**src/rtl/pp_dma_pkg.sv**
```systemverilog
package pp_dma_pkg;

  typedef enum logic [1:0] {
    CH_IDLE  = 2'd0,
    CH_STALL = 2'd1,
    CH_ON    = 2'd2,
    CH_NEXT  = 2'd3
  } ch_state_e;

  typedef enum logic [1:0] {
    MV_IDLE = 2'd0,
    MV_MEM  = 2'd1,
    MV_ACK  = 2'd2
  } mv_state_e;

  localparam int unsigned REG_AW = 8;

  localparam logic [7:0] OFS_CTRL    = 8'h00;
  localparam logic [7:0] OFS_INT     = 8'h04;
  localparam logic [7:0] OFS_PORT    = 8'h08;
  localparam logic [7:0] OFS_STAT    = 8'h0C;
  localparam logic [7:0] OFS_REM     = 8'h14;
  localparam logic [7:0] OFS_CNT0    = 8'h20;
  localparam logic [7:0] OFS_BASE0   = 8'h24;
  localparam logic [7:0] SLOT_STRIDE = 8'h10;

  // bit positions shared by the control and pending-flag registers
  localparam int unsigned BIT_STALL = 0;
  localparam int unsigned BIT_NFB   = 1;
  localparam int unsigned BIT_ERR   = 3;
  localparam int unsigned BIT_EN    = 4;

endpackage

```
**src/rtl/pp_dma_regs.sv**
```systemverilog
module pp_dma_regs
  import pp_dma_pkg::*;
#(
  parameter int ADDR_W = 32,
  parameter int CNT_W  = 16
) (
  input  logic                          clk,
  input  logic                          rst_n,
  input  logic                          reg_we,
  input  logic [REG_AW-1:0]             reg_addr,
  input  logic [4:0]                    wbits,
  input  ch_state_e                     state,
  input  logic                          stall_set,
  input  logic                          nfb_set,
  input  logic                          err_set,
  input  logic                          load_evt,
  input  logic [CNT_W-1:0]              remain,
  input  logic [1:0][CNT_W-1:0]         slot_cnt,
  input  logic [1:0][ADDR_W-1:0]        slot_base,
  output logic                          en,
  output logic                          dir_rx,
  output logic [3:0]                    per_port,
  output logic                          irq,
  output logic [31:0]                   reg_rdata,
  output logic [1:0]                    base_wr,
  output logic [1:0]                    cnt_wr
);

  logic en_q, en_d, ies_q, ies_d, ien_q, ien_d, iee_q, iee_d;
  logic stf_q, stf_d, nff_q, nff_d, erf_q, erf_d;
  logic [4:0] port_q, port_d;
  logic wr_ctrl, wr_int, wr_port;

  assign wr_ctrl = reg_we && (reg_addr == OFS_CTRL);
  assign wr_int  = reg_we && (reg_addr == OFS_INT);
  assign wr_port = reg_we && (reg_addr == OFS_PORT);

  for (genvar s = 0; s < 2; s++) begin : g_dec
    assign cnt_wr[s]  = reg_we && (reg_addr == 8'(OFS_CNT0  + SLOT_STRIDE * s));
    assign base_wr[s] = reg_we && (reg_addr == 8'(OFS_BASE0 + SLOT_STRIDE * s));
  end

  always_comb begin
    en_d   = en_q;
    ies_d  = ies_q;
    ien_d  = ien_q;
    iee_d  = iee_q;
    port_d = port_q;
    if (wr_ctrl) begin
      en_d  = wbits[BIT_EN];
      ies_d = wbits[BIT_STALL];
      ien_d = wbits[BIT_NFB];
      iee_d = wbits[BIT_ERR];
    end
    if (wr_port) port_d = wbits;
    stf_d = stall_set ? 1'b1 : (load_evt ? 1'b0 : stf_q);
    nff_d = nfb_set   ? 1'b1 : (load_evt ? 1'b0 : nff_q);
    erf_d = err_set   ? 1'b1 : ((wr_int && wbits[BIT_ERR]) ? 1'b0 : erf_q);
  end

  always_ff @(posedge clk or negedge rst_n) begin
    if (!rst_n) begin
      en_q   <= 1'b0;
      ies_q  <= 1'b0;
      ien_q  <= 1'b0;
      iee_q  <= 1'b0;
      stf_q  <= 1'b0;
      nff_q  <= 1'b0;
      erf_q  <= 1'b0;
      port_q <= '0;
    end else begin
      en_q   <= en_d;
      ies_q  <= ies_d;
      ien_q  <= ien_d;
      iee_q  <= iee_d;
      stf_q  <= stf_d;
      nff_q  <= nff_d;
      erf_q  <= erf_d;
      port_q <= port_d;
    end
  end

  assign en       = en_q;
  assign dir_rx   = port_q[4];
  assign per_port = port_q[3:0];
  assign irq      = (stf_q && ies_q) || (nff_q && ien_q) || (erf_q && iee_q);

  always_comb begin
    reg_rdata = '0;
    case (reg_addr)
      OFS_CTRL:  reg_rdata = {27'd0, en_q, iee_q, 1'b0, ien_q, ies_q};
      OFS_INT:   reg_rdata = {28'd0, erf_q, 1'b0, nff_q, stf_q};
      OFS_PORT:  reg_rdata = {27'd0, port_q};
      OFS_STAT:  reg_rdata = {26'd0, state, 4'd0};
      OFS_REM:   reg_rdata = 32'(remain);
      8'h20:     reg_rdata = 32'(slot_cnt[0]);
      8'h24:     reg_rdata = 32'(slot_base[0]);
      8'h30:     reg_rdata = 32'(slot_cnt[1]);
      8'h34:     reg_rdata = 32'(slot_base[1]);
      default:   reg_rdata = '0;
    endcase
  end

  // with every enable clear the interrupt stays low
  p_irq_quiet_r9: assert property (@(posedge clk) disable iff (!rst_n)
    (!ies_q && !ien_q && !iee_q) |-> !irq);

  // a pending error survives until a write of 1 to its bit
  p_err_sticky_r10: assert property (@(posedge clk) disable iff (!rst_n)
    (erf_q && !wr_int) |=> erf_q);

  // a slot load without a concurrent completion clears the stall flag
  p_load_clears_r8: assert property (@(posedge clk) disable iff (!rst_n)
    (load_evt && !stall_set) |=> !stf_q);

endmodule

```
**src/rtl/pp_dma_slots.sv**
```systemverilog
module pp_dma_slots
  import pp_dma_pkg::*;
#(
  parameter int ADDR_W = 32,
  parameter int CNT_W  = 16
) (
  input  logic                   clk,
  input  logic                   rst_n,
  input  logic                   en,
  input  logic [1:0]             base_wr,
  input  logic [1:0]             cnt_wr,
  input  logic [31:0]            wdata,
  input  logic                   byte_done,
  output ch_state_e              state,
  output logic                   busy,
  output logic [ADDR_W-1:0]      cur_addr,
  output logic [CNT_W-1:0]       remain,
  output logic                   stall_set,
  output logic                   nfb_set,
  output logic                   load_evt,
  output logic [1:0][CNT_W-1:0]  slot_cnt,
  output logic [1:0][ADDR_W-1:0] slot_base
);

  localparam logic [CNT_W-1:0] ONE = CNT_W'(1);

  ch_state_e               state_q, state_d;
  logic                    act_q, act_d;
  logic [1:0]              valid_q, valid_d, load_ok;
  logic [1:0][CNT_W-1:0]   rem_v;
  logic [1:0][ADDR_W-1:0]  ptr_v;
  logic                    fin;
  logic [1:0]              n_d;

  assign busy = (state_q == CH_ON) || (state_q == CH_NEXT);
  assign fin  = byte_done && (rem_v[act_q] == ONE);

  for (genvar s = 0; s < 2; s++) begin : g_slot
    logic [CNT_W-1:0]  cnt_q, rem_q;
    logic [ADDR_W-1:0] base_q, ptr_q;
    logic              v_q, is_act;

    assign is_act     = (act_q == 1'(s));
    assign load_ok[s] = base_wr[s] && !v_q && (state_q != CH_IDLE) && (cnt_q != '0);
    assign valid_d[s] = load_ok[s] ? 1'b1 : ((fin && is_act) ? 1'b0 : v_q);

    always_ff @(posedge clk or negedge rst_n) begin
      if (!rst_n) begin
        cnt_q  <= '0;
        rem_q  <= '0;
        base_q <= '0;
        ptr_q  <= '0;
        v_q    <= 1'b0;
      end else begin
        if (cnt_wr[s]) cnt_q <= wdata[CNT_W-1:0];
        if (load_ok[s]) begin
          base_q <= wdata[ADDR_W-1:0];
          ptr_q  <= wdata[ADDR_W-1:0];
          rem_q  <= cnt_q;
        end else if (byte_done && is_act) begin
          ptr_q <= ptr_q + ADDR_W'(1);
          rem_q <= rem_q - ONE;
        end
        v_q <= valid_d[s];
      end
    end

    assign valid_q[s]   = v_q;
    assign rem_v[s]     = rem_q;
    assign ptr_v[s]     = ptr_q;
    assign slot_cnt[s]  = cnt_q;
    assign slot_base[s] = base_q;
  end

  assign n_d = 2'(valid_d[0]) + 2'(valid_d[1]);

  always_comb begin
    act_d = act_q;
    if (fin) act_d = ~act_q;
    if ((valid_q == 2'b00) && (|load_ok)) act_d = load_ok[1];
  end

  always_comb begin
    state_d = state_q;
    case (state_q)
      CH_IDLE:  state_d = en ? CH_STALL : CH_IDLE;
      CH_STALL: begin
        if (|load_ok)  state_d = CH_ON;
        else if (!en)  state_d = CH_IDLE;
      end
      default: begin
        if (n_d == 2'd2)      state_d = CH_NEXT;
        else if (n_d == 2'd1) state_d = CH_ON;
        else                  state_d = CH_STALL;
      end
    endcase
  end

  always_ff @(posedge clk or negedge rst_n) begin
    if (!rst_n) begin
      state_q <= CH_IDLE;
      act_q   <= 1'b0;
    end else begin
      state_q <= state_d;
      act_q   <= act_d;
    end
  end

  assign state     = state_q;
  assign cur_addr  = ptr_v[act_q];
  assign remain    = busy ? rem_v[act_q] : '0;
  assign load_evt  = |load_ok;
  assign stall_set = (state_q == CH_ON) && fin && !(|load_ok);
  assign nfb_set   = (state_q == CH_NEXT) && fin;

  // a loaded channel always passes through stall before idle
  p_no_skip_stall_r11: assert property (@(posedge clk) disable iff (!rst_n)
    busy |=> (state_q != CH_IDLE));

  // idle holds until the enable is set
  p_idle_hold_r2: assert property (@(posedge clk) disable iff (!rst_n)
    ((state_q == CH_IDLE) && !en) |=> (state_q == CH_IDLE));

  // state next means both slots hold a buffer
  p_next_full_r3: assert property (@(posedge clk) disable iff (!rst_n)
    (state_q == CH_NEXT) |-> (valid_q == 2'b11));

  // a non-final byte lowers the remaining count by one
  p_rem_step_r6: assert property (@(posedge clk) disable iff (!rst_n)
    (byte_done && !fin) |=> (remain == $past(remain) - ONE));

endmodule

```
**src/rtl/pp_dma_mover.sv**
```systemverilog
module pp_dma_mover
  import pp_dma_pkg::*;
#(
  parameter int ADDR_W = 32
) (
  input  logic              clk,
  input  logic              rst_n,
  input  logic              busy,
  input  logic              dir_rx,
  input  logic [ADDR_W-1:0] cur_addr,
  input  logic              per_req,
  input  logic [7:0]        per_rdata,
  output logic              per_ack,
  output logic [7:0]        per_wdata,
  output logic              mem_req,
  output logic              mem_we,
  output logic [ADDR_W-1:0] mem_addr,
  output logic [7:0]        mem_wdata,
  input  logic [7:0]        mem_rdata,
  input  logic              mem_ack,
  input  logic              mem_err,
  output logic              byte_done,
  output logic              err_evt
);

  mv_state_e         mv_q, mv_d;
  logic [ADDR_W-1:0] addr_q, addr_d;
  logic [7:0]        wb_q, wb_d, rb_q, rb_d;
  logic              we_q, we_d;

  always_comb begin
    mv_d   = mv_q;
    addr_d = addr_q;
    wb_d   = wb_q;
    rb_d   = rb_q;
    we_d   = we_q;
    case (mv_q)
      MV_IDLE: if (per_req && busy) begin
        mv_d   = MV_MEM;
        addr_d = cur_addr;
        wb_d   = per_rdata;
        we_d   = dir_rx;
      end
      MV_MEM: if (mem_ack) begin
        if (mem_err) mv_d = MV_IDLE;
        else begin
          mv_d = MV_ACK;
          if (!we_q) rb_d = mem_rdata;
        end
      end
      default: mv_d = MV_IDLE;
    endcase
  end

  always_ff @(posedge clk or negedge rst_n) begin
    if (!rst_n) begin
      mv_q   <= MV_IDLE;
      addr_q <= '0;
      wb_q   <= '0;
      rb_q   <= '0;
      we_q   <= 1'b0;
    end else begin
      mv_q   <= mv_d;
      addr_q <= addr_d;
      wb_q   <= wb_d;
      rb_q   <= rb_d;
      we_q   <= we_d;
    end
  end

  assign mem_req   = (mv_q == MV_MEM);
  assign mem_we    = we_q;
  assign mem_addr  = addr_q;
  assign mem_wdata = wb_q;
  assign per_ack   = (mv_q == MV_ACK);
  assign per_wdata = rb_q;
  assign byte_done = per_ack;
  assign err_evt   = mem_req && mem_ack && mem_err;

  // the byte acknowledge is a single-cycle pulse
  p_ack_pulse_r4: assert property (@(posedge clk) disable iff (!rst_n)
    per_ack |=> !per_ack);

  // an outstanding memory request keeps its address
  p_req_hold_r4: assert property (@(posedge clk) disable iff (!rst_n)
    (mem_req && !mem_ack) |=> (mem_req && $stable(mem_addr)));

  // an error response is not acknowledged to the peripheral
  p_err_no_ack_r10: assert property (@(posedge clk) disable iff (!rst_n)
    err_evt |=> !per_ack);

endmodule

```
**src/rtl/pp_dma_channel.sv**
```systemverilog
module pp_dma_channel
  import pp_dma_pkg::*;
#(
  parameter int ADDR_W = 32,
  parameter int CNT_W  = 16
) (
  input  logic              clk,
  input  logic              rst_n,
  input  logic              reg_we,
  input  logic [7:0]        reg_addr,
  input  logic [31:0]       reg_wdata,
  output logic [31:0]       reg_rdata,
  output logic              mem_req,
  output logic              mem_we,
  output logic [ADDR_W-1:0] mem_addr,
  output logic [7:0]        mem_wdata,
  input  logic [7:0]        mem_rdata,
  input  logic              mem_ack,
  input  logic              mem_err,
  output logic [3:0]        per_port,
  input  logic              per_req,
  output logic              per_ack,
  input  logic [7:0]        per_rdata,
  output logic [7:0]        per_wdata,
  output logic              irq
);

  ch_state_e              state;
  logic                   en, dir_rx, busy, byte_done, err_evt;
  logic                   stall_set, nfb_set, load_evt;
  logic [1:0]             base_wr, cnt_wr;
  logic [ADDR_W-1:0]      cur_addr;
  logic [CNT_W-1:0]       remain;
  logic [1:0][CNT_W-1:0]  slot_cnt;
  logic [1:0][ADDR_W-1:0] slot_base;

  pp_dma_regs #(.ADDR_W(ADDR_W), .CNT_W(CNT_W)) u_regs (
    .clk(clk), .rst_n(rst_n), .reg_we(reg_we), .reg_addr(reg_addr),
    .wbits(reg_wdata[4:0]), .state(state), .stall_set(stall_set),
    .nfb_set(nfb_set), .err_set(err_evt), .load_evt(load_evt),
    .remain(remain), .slot_cnt(slot_cnt), .slot_base(slot_base),
    .en(en), .dir_rx(dir_rx), .per_port(per_port), .irq(irq),
    .reg_rdata(reg_rdata), .base_wr(base_wr), .cnt_wr(cnt_wr)
  );

  pp_dma_slots #(.ADDR_W(ADDR_W), .CNT_W(CNT_W)) u_slots (
    .clk(clk), .rst_n(rst_n), .en(en), .base_wr(base_wr), .cnt_wr(cnt_wr),
    .wdata(reg_wdata), .byte_done(byte_done), .state(state), .busy(busy),
    .cur_addr(cur_addr), .remain(remain), .stall_set(stall_set),
    .nfb_set(nfb_set), .load_evt(load_evt), .slot_cnt(slot_cnt),
    .slot_base(slot_base)
  );

  pp_dma_mover #(.ADDR_W(ADDR_W)) u_mover (
    .clk(clk), .rst_n(rst_n), .busy(busy), .dir_rx(dir_rx),
    .cur_addr(cur_addr), .per_req(per_req), .per_rdata(per_rdata),
    .per_ack(per_ack), .per_wdata(per_wdata), .mem_req(mem_req),
    .mem_we(mem_we), .mem_addr(mem_addr), .mem_wdata(mem_wdata),
    .mem_rdata(mem_rdata), .mem_ack(mem_ack), .mem_err(mem_err),
    .byte_done(byte_done), .err_evt(err_evt)
  );

endmodule

```
**config.mk**
```make
export PLATFORM = sky130hd
export DESIGN_NAME = pp_dma_channel
export DESIGN_NICKNAME = d
export VERILOG_FILES = /design/src/rtl/pp_dma_pkg.sv /design/src/rtl/pp_dma_regs.sv /design/src/rtl/pp_dma_slots.sv /design/src/rtl/pp_dma_mover.sv /design/src/rtl/pp_dma_channel.sv
export SDC_FILE = /design/constraint.sdc
export NUM_CORES = 1
export LEC_CHECK = 0
export BUFFER_PORTS_ARGS = -buffer_cell sky130_fd_sc_hd__buf_4
export CAP_MARGIN = 30
export CORE_MARGIN = 10
export CORE_UTILIZATION = 40
export DETAILED_ROUTE_END_ITERATION = 6
export HOLD_SLACK_MARGIN = 0.02
export PLACE_DENSITY = 0.55
export SETUP_SLACK_MARGIN = 0.1
export SLEW_MARGIN = 10
export SYNTH_ARGS = -nofsm -noshare
export SYNTH_HDL_FRONTEND = slang
export SYNTH_SLANG_ARGS = --single-unit
```
**constraint.sdc**
```tcl
create_clock -name clk -period 3.4 [get_ports clk]
set_clock_uncertainty 0.15 [all_clocks]
set_input_delay 0.17 -clock clk [delete_from_list [all_inputs] [get_ports clk]]
set_output_delay 0.17 -clock clk [all_outputs]
set_load 0.01 [all_outputs]
```
== After elaboration in Yosys (flattened, before gate mapping) ==
Cells that the tools add are included.
Storage, ports and cells
  bits in registers: 260
  input bits: 62
  logic and storage cells: 140
Cells by class
  magnitude comparators: 1
  mux-type cells: 35
  equal/unequal tests: 19
  reduce and logical (&&, ||, !) cells: 52
  $add $sub $neg: 5
  bitwise logic cells: 3
Operators with widths (count)
  32-bit one-hot mux with 9 select lines: 1
  32-bit 2-to-1 mux: 6
  16-bit 2-to-1 mux: 7
  32-bit by 1-bit adder with 32-bit output, second input constant: 2
  8-bit by 6-bit equality test with 1-bit output, second input constant: 4
  16-bit nonzero test: 2
  16-bit by 1-bit subtractor with 16-bit output, second input constant: 2
  1-bit logical AND: 29
  16-bit by 1-bit equality test with 1-bit output, second input constant: 1
  8-bit by 4-bit equality test with 1-bit output, second input constant: 2
  2-bit 2-to-1 mux: 7
  2-bit nonzero test: 7
  1-bit 2-to-1 mux: 12
  2-bit equality test, second input constant: 4
  8-bit by 3-bit equality test with 1-bit output, second input constant: 1
  8-bit by 5-bit equality test with 1-bit output, second input constant: 1
  8-bit logical NOT: 1
  2-bit one-hot mux with 2 select lines: 2
  2-bit by 1-bit equality test with 1-bit output, second input constant: 3
  2-bit logical NOT: 3
  2-bit AND reduction: 2
  4-bit AND reduction: 1
  1-bit logical NOT: 3
  1-bit logical OR: 3
  7 further kinds: 9

== Depth between registers and ports, before layout ==
Gate-level depths: netlist of the first run.
  depth after elaboration: 12
  mapped depth: 10
  gate-level depth less buffers: 9

== Hierarchy ==
From an unflattened synthesis of the first run, not the netlist that was laid out.
Unflattened totals
  cell total of the unflattened synthesis: 1289
  area total of the unflattened synthesis: 13175.1 um^2
Modules (own cells, without submodules)
  pp_dma_slots: cells each 998, seq. area each 4929.7 um^2, instances 1, area an instance 9649.3 um^2
  pp_dma_mover: cells each 115, seq. area each 1276.2 um^2, instances 1, area an instance 1971.9 um^2
  pp_dma_regs: cells each 176, seq. area each 300.3 um^2, instances 1, area an instance 1554.0 um^2

== Worst setup path after synthesis of the first run ==
No wires, ideal clock.
  path kind: register to register
  start: reg u_slots.g_slot[1].rem_q[6]
  end: reg u_slots.state_q[0] (netlist: u_slots.state[0])
  period minus slack after synthesis: 2.710 ns
  data arrival time: 2.439 ns
  slack: 0.690 ns
  data required time: 3.129 ns
  stages on the path, launching flop included: 9
  path through: dfrtp_1 -> or4_4 -> or4_4 -> a221o_1 -> o21ai_1 -> and2_1 -> ha_1 -> inv_1 -> a22o_1
On the way
  cells in the longest elaborated chain, start to end: 12
  elaborated cells on any way between the ends: 16
  classes of those cells: add/sub: 1; eq/ne: 3; mux: 9; reduce/logical: 3
Ends and longest elaborated chain
  from (decl): RTL line pp_dma_slots.sv:39  | logic [CNT_W-1:0] cnt_q, rem_q;
  from (signal assigned): RTL line pp_dma_slots.sv:59  | rem_q <= cnt_q;
  from (signal assigned): RTL line pp_dma_slots.sv:62  | rem_q <= rem_q - ONE;
  16-bit 2-to-1 mux (not written as such) (*) (2 in series): RTL line pp_dma_slots.sv:36  | assign fin = byte_done && (rem_v[act_q] == ONE);
  16-bit by 1-bit equality test with 1-bit output (*): RTL line pp_dma_slots.sv:36
  1-bit logical AND (*): RTL line pp_dma_slots.sv:36
  1-bit logical AND: RTL line pp_dma_slots.sv:45  | assign valid_d[s] = load_ok[s] ? 1'b1 : ((fin && is_act) ? 1'b0 : v_q);
  1-bit 2-to-1 mux (2 in series): RTL line pp_dma_slots.sv:45
  1-bit by 1-bit adder with 2-bit output (*): RTL line pp_dma_slots.sv:75  | assign n_d = 2'(valid_d[0]) + 2'(valid_d[1]);
  2-bit by 1-bit equality test with 1-bit output: RTL line pp_dma_slots.sv:93  | else if (n_d == 2'd1) state_d = CH_ON;
  2-bit 2-to-1 mux: RTL line pp_dma_slots.sv:93
  2-bit 2-to-1 mux (*): RTL line pp_dma_slots.sv:92  | if (n_d == 2'd2) state_d = CH_NEXT;
  2-bit one-hot mux with 2 select lines (*): RTL line pp_dma_slots.sv:85  | case (state_q)
  to (signal assigned): RTL line pp_dma_slots.sv:104  | state_q <= state_d;
  to (decl): RTL line pp_dma_slots.sv:27  | ch_state_e state_q, state_d;
Every way passes the cells marked *; elsewhere a longest branch is shown, timed or not. The select of a mux whose other input is x is not followed.
A chain may end at the register's enable or synchronous reset.

== Worst setup path in the final report of the first run ==
  start: reg u_slots.act_q
  end: out reg_rdata[8]
On the way
  cells in the longest elaborated chain, start to end: 4
Ends and longest elaborated chain
  from (decl): RTL line pp_dma_slots.sv:28  | logic act_q, act_d;
  from (signal assigned): RTL line pp_dma_slots.sv:105  | act_q <= act_d;
  16-bit 2-to-1 mux (not written as such) (2 in series): RTL line pp_dma_slots.sv:111  | assign remain = busy ? rem_v[act_q] : '0;
  16-bit 2-to-1 mux: RTL line pp_dma_slots.sv:111
  32-bit one-hot mux with 9 select lines: RTL line pp_dma_regs.sv:90  | case (reg_addr)
  to (decl): RTL line pp_dma_channel.sv:12  | output logic [31:0] reg_rdata,
No other way between the ends. The select of a mux whose other input is x is not followed.

==> impl_results.md, run 1 <==
- First-pass iteration count of the detailed router: 6
- Internal power: 0.005278 W
- Endpoint class of the critical path: output pin
- Worst Max-Slew Pin Slew: 809.7 ps
- Worst-skew pair later-pin latency: 570 ps
- # Post-CTS Setup Buffers: 0
- Mapped Nets: 1,359
- Clock sink count: 260
- Switching Share: 22.32%
- Core area: 30,830 um2
- Clock tree root driver cell: clkbuf_16
- Static Leakage: 7.558 nW
- Critical path class: reg2out
- Vias in the first global route: 10,951
- Clk pwr share: 49.4%
- Area growth from synthesis to final layout: 25.76%
- Async S/R FF share, synth: 100.0%
- Leading cell type by number of instances after synthesis: dfrtp_1
- Vias/cell: 5.582
- Sequential fraction of the synthesis area: 51.58%
- Die area: 39,040 um2
- Commonest cells post-synth: dfrtp_1, nand2_1, nor2_1, o21ai_0, a21oi_1
- Final routed DRC violation total: 0
- # IOs: 150
- DR vias: 10,633
- PwrDens: 428.3 nW/um2
- Relative slew slack: 45.89%
- Number of cell rows: 64
- Count of cell types in the netlist: 56
- Max-slew violations: 0
- PortBufs: 149
- Die Y-Extent: 197.6 um
- Gr usage total: 21.29%
- Final setup fails: 0
- Final core utilization: 51.46%
- Total wire length: 41.82 mm
- Cts bufs inserted: 30
- Initial antenna violation count: 0
- CP max FO: 25
- Number of synthesized flops with an enable pin: 0
- Post-DP HPWL: 29.14 mm
- Syn_area_per_cell: 9.764 um2
- Net Switching: 0.001517 W
- Critical Path Source Type: flop
- Routed Antenna Nets: 0
- RSZ-0062 raised after global routing: no
- Worst hold-check path type: in2async
- Synth warn: 0
- Largest net degree at the start of global routing: 83
- Wire per inst: 21.95 um
- Peak supply drop: 363.8 uV
- Nets: 1,554
- Die W: 197.6 um
- Initial Util: 40.92%
- TritonCTS clock tree: built
- Fillcell total: 2,817
- Yosys top cell area share: 51.58%
- Worst-path clk slew: 60 ps
- Final min period: 3035 ps
- Htree depth: 1
- Combinational Power Share: 4.2%
- First-pass GRT wire length: 65.49 mm
- Gr ovfl total: 0
- Final std cells w/o fill: 1,905
- Critical path arrival: 2710 ps
- Setup TNS: 0 ps
- Fin. Hold Viols: 0
- ANT cells: 0
- Worst-case clock buffer depth: 3
- Netlist Area Pre-Place: 12,610 um2
- Initial DRC count: 804
- Max Cap Viol: 0
- Flop pwr share: 46.4%
- Placer Congestion: 0.8937
- Post-synthesis register bit count: 260
- Ratio of cells with drive above 1 in the final layout: 20.28%
- Area leader, netlist: dfrtp_1
- Status: complete, no violations
- Synthesized instance count: 1,292
- Main synth FF type: dfrtp_1
- Fmax: 329.5 MHz
- Final worst-path cycle share: 89.26%
- Worst EP required: 3080 ps
- Placed cells: 1,796
- Largest cells by area after synthesis: dfrtp_1, nand2_1, mux2_2
[registers in the layout, indices dropped and copies added (netlist names), 2 cells and up]
| register | cells |
|---|---|
| u_slots.g_slot.base_q | 64 |
| u_mover.mv_q | 2 |
| u_slots.g_slot.ptr_q | 64 |
| u_mover.per_wdata | 8 |
| u_mover.mem_addr | 32 |
| u_slots.state | 2 |
| u_mover.mem_wdata | 8 |
| u_regs.port_q | 5 |
| u_slots.g_slot.v_q | 2 |
| u_slots.g_slot.rem_q | 32 |
| u_slots.g_slot.cnt_q | 32 |
[final timing paths]
path / start / cells after the start / end / slack, ps
worst min-delay path: rst_n / 2 / u_mover.mem_addr[21] / 40
max in group asynchronous: rst_n / 3 / u_slots.act_q / 2220
worst max-delay path: u_slots.act_q / 6 / reg_rdata[8] / 370
worst max register to register: u_slots.g_slot[1].rem_q[6] / 8 / u_slots.state[0] / 490
min in group clk: reg_addr[4] / 4 / u_slots.act_q / 90
worst min register to register: u_slots.g_slot[0].base_q[23] / 2 / u_slots.g_slot[0].base_q[23] / 330
[layout make-up]
| type | count | area (um2) | area share, % |
|---|---|---|---|
| sequential | 260 | 6507 | 41.02 |
| clock buffer | 43 | 849.6 | 5.355 |
| clock inverter | 11 | 166.4 | 1.049 |
| tap | 396 | 495.5 | 3.123 |
| inverter | 17 | 63.81 | 0.4022 |
| timing repair buffer | 236 | 1992 | 12.56 |
| multi-input combinational | 942 | 5789 | 36.49 |
[cells by family (layout without fill, tap and decap cells)]
group | Yosys count | in the layout | share of synthesized area [%]
compound gates | 200 | 200 | 9.671
mux | 111 | 111 | 9.383
flops | 260 | 260 | 51.58
xor+xnor | 91 | 91 | 6.318
fa+ha+maj | 5 | 5 | 0.4959
simple gates | 535 | 535 | 19.70
buf+inv | 90 | 307 | 2.857
[power groups by stage]
stage               Clock, W  Sequential, W  Combinational, W
floorplan                  0        0.00319         0.0000532
global placement           0        0.00321          0.000235
detailed placement         0        0.00321          0.000236
CTS                  0.00340        0.00315          0.000287
global route         0.00354        0.00315          0.000310
finish               0.00336        0.00315          0.000283
[metal layers]
| layer | wire length, um | GRT usage (%) |
|---|---|---|
| met1 | 18950 | 29.29 |
| met2 | 19400 | 33.83 |
| met3 | 2498 | 3.612 |
| met4 | 974 | 5.979 |
| met5 | 0 | 0 |
[what timing repair did]
item,in CTS,in global routing
resized for setup,0,0
hold buffers,55,0
endpoints found under the hold margin,402,0
[metrics by stage]
step	hold WS (ps)	total power [W]	area, um2	setup slack [ps]
2_1_floorplan	-275.6	0.003247	12610	690.3
3_3_place_gp	74.16	0.003444	14300	557.7
3_5_place_dp	73.18	0.003445	14300	529.4
4_1_cts	66.55	0.006845	15860	370.6
5_1_grt	103.0	0.007007	15860	260.7
6_report	38.85	0.006794	15860	365.3
[worst max-delay path, cell delays in order, from the launching register on]
cell and delay [ps]:
dfrtp_2 520, buf_4 470, mux2i_1 450, nor2_1 80, a221oi_1 290, nand2_1 150
buf_4 170
[cell usage in the layout (no fill, tap or decap), types with 5 or more instances in the layout]
cell type	instances
dfrtp_1	259
nand2_1	245
buf_4	174
nor2_1	103
o21ai_0	70
a21oi_1	65
mux2_2	58
xor2_1	57
dlygate4sd3_1	55
mux2i_1	53
nand3_1	40
nand4_1	35
xnor2_1	34
clkbuf_16	30
nor4_1	26
nor3_1	21
inv_1	17
a22o_1	17
a221oi_1	14
and3_1	14
a22oi_1	13
clkbuf_1	8
and2_1	6
clkinv_2	6
buf_12	6
o21ai_1	5
a222oi_1	5
ha_1	5
clkbuf_8	5
Note: power is estimated with default switching activity, not from simulation.
==> run 2: changes to the inputs <==
--- a/config.mk
+++ b/config.mk
@@ -5,6 +5,7 @@
 export SDC_FILE = /design/constraint.sdc
 export NUM_CORES = 1
 export LEC_CHECK = 0
+export ABC_AREA = 1
 export BUFFER_PORTS_ARGS = -buffer_cell sky130_fd_sc_hd__buf_4
 export CAP_MARGIN = 30
 export CORE_MARGIN = 10
==> run 2 against run 1 <==
Effect of this change: fmax fell by 3.5%; global-route usage grew 2.8 points; die area increased by 10%; sequential power up 17%; clock power barely moved; register-to-register slack better by 350 ps; non-clock buffer count increased by 6; cell area increased by 9.0%.
==> impl_results.md, run 2 <==
- Largest net degree at the start of global routing: 87
- Number of cell rows: 68
- Sequential fraction of the synthesis area: 46.40%
- Main synth FF type: dfrtp_1
- Switching Share: 28.47%
- Area of the multi-input gates: 6334 um2
- Commonest cells post-synth: nand2_1, dfrtp_1, inv_1, nor2_1, o21ai_0
- DR vias: 13,428
- Fmax: 317.8 MHz
- Cts bufs inserted: 30
- Async S/R FF share, synth: 100.0%
- Synth warn: 0
- Final std cells w/o fill: 2,581
- Worst R2R End: u_slots.state[0]
- Yosys top cell area share: 46.40%
- Synthesized instance count: 1,896
- Count of cell types in the netlist: 42
- PortBufs: 149
- RSZ-0062 raised after global routing: no
- Worst-skew pair later-pin latency: 560 ps
- Initial DRC count: 1,142
- Vias in the first global route: 13,171
- Syn_area_per_cell: 7.396 um2
- Die W: 207.2 um
- Clk pwr share: 39.6%
- Clock tree root driver cell: clkbuf_16
- Critical path class: in2out
- Critical path arrival: 2830 ps
- Fillcell total: 3,560
- Wire per inst: 20.73 um
- First-pass iteration count of the detailed router: 7
- Area growth from synthesis to final layout: 23.29%
- Max-slew violations: 0
- Core area: 34,540 um2
- Htree depth: 1
- Gr usage total: 24.12%
- Cell Area, Placed: 15,650 um2
- TritonCTS clock tree: built
- Clock sink count: 260
- Commonest non-fill, non-tap cells in the layout: nand2_1, dfrtp_1, inv_1, nor2_1, buf_4
- Routed Antenna Nets: 0
- Internal power: 0.006067 W
- # IOs: 150
- Register area: 6507 um2
- Worst Max-Slew Pin Slew: 641.7 ps
- Initial antenna violation count: 1
- Flop pwr share: 43.3%
- Initial Util: 40.60%
- Slowest CP cell: dlygate4sd3_1
- Worst-case clock buffer depth: 3
- Setup TNS: 0 ps
- Peak supply drop: 431.2 uV
- Die Y-Extent: 207.2 um
- Post-DP HPWL: 40.72 mm
- Mapped Nets: 1,963
- Fin. Hold Viols: 0
- ANT cells: 0
- Final instance area: 17,290 um2
- Die area: 42,950 um2
- Worst reg-to-reg setup slack: 840 ps
- Total wire length: 53.51 mm
- Placer Congestion: 0.9045
- Worst-path clk slew: 60 ps
- # Post-CTS Setup Buffers: 0
- Worst hold-check path type: in2async
- Final routed DRC violation total: 0
- Final Total Pwr: 0.008482 W
- Gr ovfl total: 0
- Final worst-path cycle share: 92.54%
- CP max FO: 33
- Worst EP required: 3080 ps
- Final min period: 3146 ps
- Largest cells by area after synthesis: dfrtp_1, nand2_1, inv_1
- Relative slew slack: 56.89%
- Combinational Power Share: 17.1%
- Commonest non-fill, non-tap cell in the layout: nand2_1
- Final core utilization: 50.05%
- First-pass GRT wire length: 81.50 mm
- Vias/cell: 5.203
- Delay of the slowest critical-path stage: 540 ps
- PwrDens: 490.6 nW/um2
- Critical Path Source Type: input port
- Final setup fails: 0
- Area leader, netlist: dfrtp_1
- R2R depth: 11
- Endpoint class of the critical path: output pin
- Nets: 2,170
- Static Leakage: 8.137 nW
- Ratio of cells with drive above 1 in the final layout: 12.42%
- Leading cell type by number of instances after synthesis: nand2_1
- Reg2reg start: u_slots.act_q
- Number of synthesized flops with an enable pin: 0
- Status: complete, no violations
- Net Switching: 0.002414 W
- Placed cells: 2,465
- CP Cell Sequence: dlygate4sd3_1 -> buf_4 -> nand2_1 -> dlygate4sd3_1 -> nor2_1 -> nand2_2 -> buf_6 -> o21ai_0 -> a211oi_1 -> o21ai_0 -> buf_4
- Post-synthesis register bit count: 260
- Netlist Area Pre-Place: 14,020 um2
- Max Cap Viol: 0
- Largest registers: u_slots.g_slot.base_q: 64 flops, u_slots.g_slot.ptr_q: 64 flops
## run 2: changes by cell type after synthesis, sizes merged, moves of 33 or more
cell,change
nand2,+409
inv,+203
o21ai,+98
nor2,+78
a21oi,-55
mux2i,-53
mux2,-50
nand3,+43
a31oi,+33
clkbuf,-33
## run 2: power groups by stage
stage	sequential [W]	clock (W)	combinational, W
6_report	0.00367	0.00336	0.00145
4_1_cts	0.00367	0.00341	0.00147
5_1_grt	0.00371	0.00354	0.00162
3_5_place_dp	0.00372	0	0.00140
2_1_floorplan	0.00373	0	0.000612
3_3_place_gp	0.00372	0	0.00139
## run 2: layer usage
metal / global-route usage, % / up-vias / part of all wire [%]
met5: 0 / - / 0
met4: 7.978 / 0 / 3.3
met3: 3.776 / 68 / 5.7
met2: 40.21 / 469 / 48
met1: 31.25 / 6405 / 43
li1: - / 6486 / -
## run 2: layout make-up
class | count | share of cell area, %
inverter | 221 | 4.813
clock buffer | 43 | 5.095
timing repair buffer | 242 | 11.70
sequential | 260 | 37.64
clock inverter | 12 | 0.8250
tap | 455 | 3.293
multi-input combinational | 1348 | 36.63
## run 2: worst max path at each step
stage,start,endpoint,slack [ps],cells after the start
after floorplan,u_slots.act_q,u_slots.state[0],1310,11
after global placement,u_slots.act_q,u_slots.g_slot[0].ptr_q[11],930,8
after detailed placement,u_slots.act_q,u_slots.state[0],890,11
after CTS,reg_addr[5],reg_rdata[9],210,11
after global routing,reg_addr[5],reg_rdata[9],140,11
final,reg_addr[5],reg_rdata[9],250,11
## run 2: per-stage QoR
stage,setup slack (ps),hold slack [ps]
after floorplan,1315,-275.6
after global placement,931.5,27.63
after detailed placement,888.1,26.43
after CTS,208.1,22.87
after global routing,142.2,54.65
final,253.6,11.67
## run 2: what timing repair did
item	4_1_cts	5_1_grt
gates resized for setup	0	1
endpoints found under the setup margin	0	2
hold buffers	60	0
hold endpoints to repair	442	0
## run 2: cell families (layout without fill, tap and decap cells)
kind of cell             count (synthesis)  after routing  share of synthesized area [%]
AO/OA/AOI/OAI                          285            285                          11.63
buffers and inverters                  288            518                          8.440
AND/OR/NAND/NOR                        989            989                          28.63
flip-flops                             260            260                          46.40
adder cells (fa/ha/maj)                  5              5                         0.4461
multiplexers                             8              8                         0.6424
XOR/XNOR                                61             61                          3.810
## run 2: critical path: cells and delay by family
| family | cells | cell delay [ps] |
|---|---|---|
| buffers and inverters | 5 | 1710 |
| and+or+nand+nor | 3 | 200 |
| AOI/OAI and AO/OA | 3 | 720 |
==> run 3: changes to the inputs <==
--- a/config.mk
+++ b/config.mk
@@ -13,6 +13,7 @@
 export DETAILED_ROUTE_END_ITERATION = 6
 export HOLD_SLACK_MARGIN = 0.02
 export PLACE_DENSITY = 0.55
+export REMOVE_ABC_BUFFERS = 1
 export SETUP_SLACK_MARGIN = 0.1
 export SLEW_MARGIN = 10
 export SYNTH_ARGS = -nofsm -noshare
==> run 3 against run 2 <==
Effect of this change: the flow now finishes with violations (negative hold slack); worst hold slack worse by 12 ps; worst setup slack improved by 410 ps; cell area about the same; largest cell class unchanged.
==> impl_results.md, run 3 (synthesis gave the netlist of run 2 again) <==
- Relative slew slack: 46.53%
- Routed Antenna Nets: 0
- PwrDens: 489.3 nW/um2
- First-pass iteration count of the detailed router: 5
- Worst EP required: 3080 ps
- Failing checks: negative hold slack
- Max Cap Viol: 0
- CP max FO: 27
- Wire per inst: 19.78 um
- Endpoint class of the critical path: output pin
- Worst hold-check path type: in2async
- CP Cell Sequence: inv_2 -> nand2_1 -> nand2_1 -> nand2_1 -> nand2_1 -> a21oi_1 -> o211ai_1 -> buf_4
- Final routed DRC violation total: 0
- Initial Util: 40.60%
- Total wire length: 51.04 mm
- Fmax: 365.2 MHz
- Crit-path leading delay family: flip-flops
- Delay of the slowest critical-path stage: 650 ps
- Clock sink count: 260
- Final min period: 2739 ps
- Worst-case clock buffer depth: 3
- First-pass GRT wire length: 79.24 mm
- Slowest CP cell: dfrtp_2
- CP Buf/Inv Count: 2
- Place WS: 729.8 ps
- Post-CTS sizing: 0
- Critical Path Source Type: flop
- Fillcell total: 3,528
- Final setup fails: 0
- Commonest non-fill, non-tap cell in the layout: nand2_1
- Final hold slack: -0.5277 ps
- Critical path class: reg2out
- Cts bufs inserted: 30
- Max-slew violations: 0
- PortBufs: 149
- # IOs: 150
- Number of cell rows: 68
- Gr ovfl total: 0
- Post-DP HPWL: 37.56 mm
- Worst-path clk slew: 60 ps
- Clock tree root driver cell: clkbuf_16
- Critical path arrival: 2420 ps
- Worst Max-Slew Pin Slew: 795.9 ps
- TritonCTS clock tree: built
- Worst setup margin: 661.4 ps
- Die area: 42,950 um2
- Worst path most repeated cell: nand2_1
- Initial antenna violation count: 1
- Area growth from synthesis to final layout: 23.32%
- RSZ-0062 raised after global routing: no
- Fin. Hold Viols: 2
- # Post-CTS Setup Buffers: 0
- Largest net degree at the start of global routing: 79
- Placer Congestion: 0.9191
- Static Leakage: 8.138 nW
- Largest registers: u_slots.g_slot.base_q: 64 flops, u_slots.g_slot.ptr_q: 64 flops
- Nets: 2,168
- Setup TNS: 0 ps
- Vias in the first global route: 13,601
- Final worst-path cycle share: 80.55%
- Initial DRC count: 944
- Worst-skew pair later-pin latency: 570 ps
- Gr usage total: 22.94%
- Commonest non-fill, non-tap cells in the layout: nand2_1, dfrtp_1, inv_1, nor2_1, buf_4
- Core area: 34,540 um2
- Die W: 207.2 um
- Ratio of cells with drive above 1 in the final layout: 12.19%
- Status: finished, violations left
- Htree depth: 1
- DR vias: 13,318
- Die Y-Extent: 207.2 um
- Vias/cell: 5.160
- Peak supply drop: 381.2 uV
==> run 3: cell type report <==
| type | instances | area [um2] | share of cell area, % |
|---|---|---|---|
| Tap cell | 455 | 569.3 | 3.292 |
| Clock inverter | 7 | 60.06 | 0.3473 |
| Timing Repair Buffer | 240 | 2027 | 11.72 |
| Sequential cell | 260 | 6507 | 37.63 |
| Clock buffer | 48 | 959.7 | 5.549 |
| Multi-Input combinational cell | 1348 | 6334 | 36.62 |
| Antenna cell | 2 | 5.005 | 0.02894 |
| Inverter | 221 | 832.0 | 4.811 |
==> run 3: layer usage <==
metal	global-route usage [%]	wire length, um	vias to the layer above
li1	-	-	6486
met5	0	0	-
met3	2.978	1998	87
met2	39.73	25040	285
met4	7.627	1759	0
met1	28.84	22250	6460
==> run 3: worst reg2reg max path, stage by stage, from the launching register on <==
cell	delay, ps
dfrtp_2	580
inv_2	480
nand2_1	150
nand2_1	110
nand2_1	50
nor2_1	80
nand2_1	70
nor2_1	190
nand3_1	130
a21oi_1	210
ha_1	260
o221ai_1	170
==> run 3: timing repair <==
item	in CTS	in global routing
hold endpoints to repair	452	0
hold buffers	64	0
endpoints found under the setup margin	0	0
==> run 3: final timing paths <==
kind / start / end / slack [ps] / cells after the start
worst max-delay path: u_slots.act_q / reg_rdata[5] / 660 / 8
worst min-delay path: rst_n / u_slots.g_slot[1].base_q[25] / -0.5 / 2
worst max register to register: u_slots.act_q / u_slots.state[0] / 680 / 11
worst min register to register: u_slots.g_slot[0].cnt_q[4] / u_slots.g_slot[0].cnt_q[4] / 330 / 2
max in group asynchronous: rst_n / u_slots.g_slot[0].rem_q[13] / 2190 / 3
min in group clk: reg_addr[5] / u_slots.g_slot[1].rem_q[9] / 60 / 7
==> run 3: metrics by stage <==
step	std cells	cell area [um2]	util, %	power (W)	hold slack [ps]
after CTS	2578	17270	50.01	0.008532	20.14
after floorplan	1829	13670	-	0.004326	-275.6
after global routing	2579	17290	50.05	0.008847	56.73
after global placement	2459	15610	45.20	0.005083	25.44
final	2581	17290	50.07	0.008461	-0.5277
after detailed placement	2459	15610	45.20	0.005100	26.68
==> run 3: power breakdown <==
group          switching, W  internal [W]  leakage [nW]  total (W)
logic              0.000793      0.000670          4.35    0.00146
registers          0.000270       0.00340          3.28    0.00367
clock network       0.00134       0.00199         0.512    0.00333
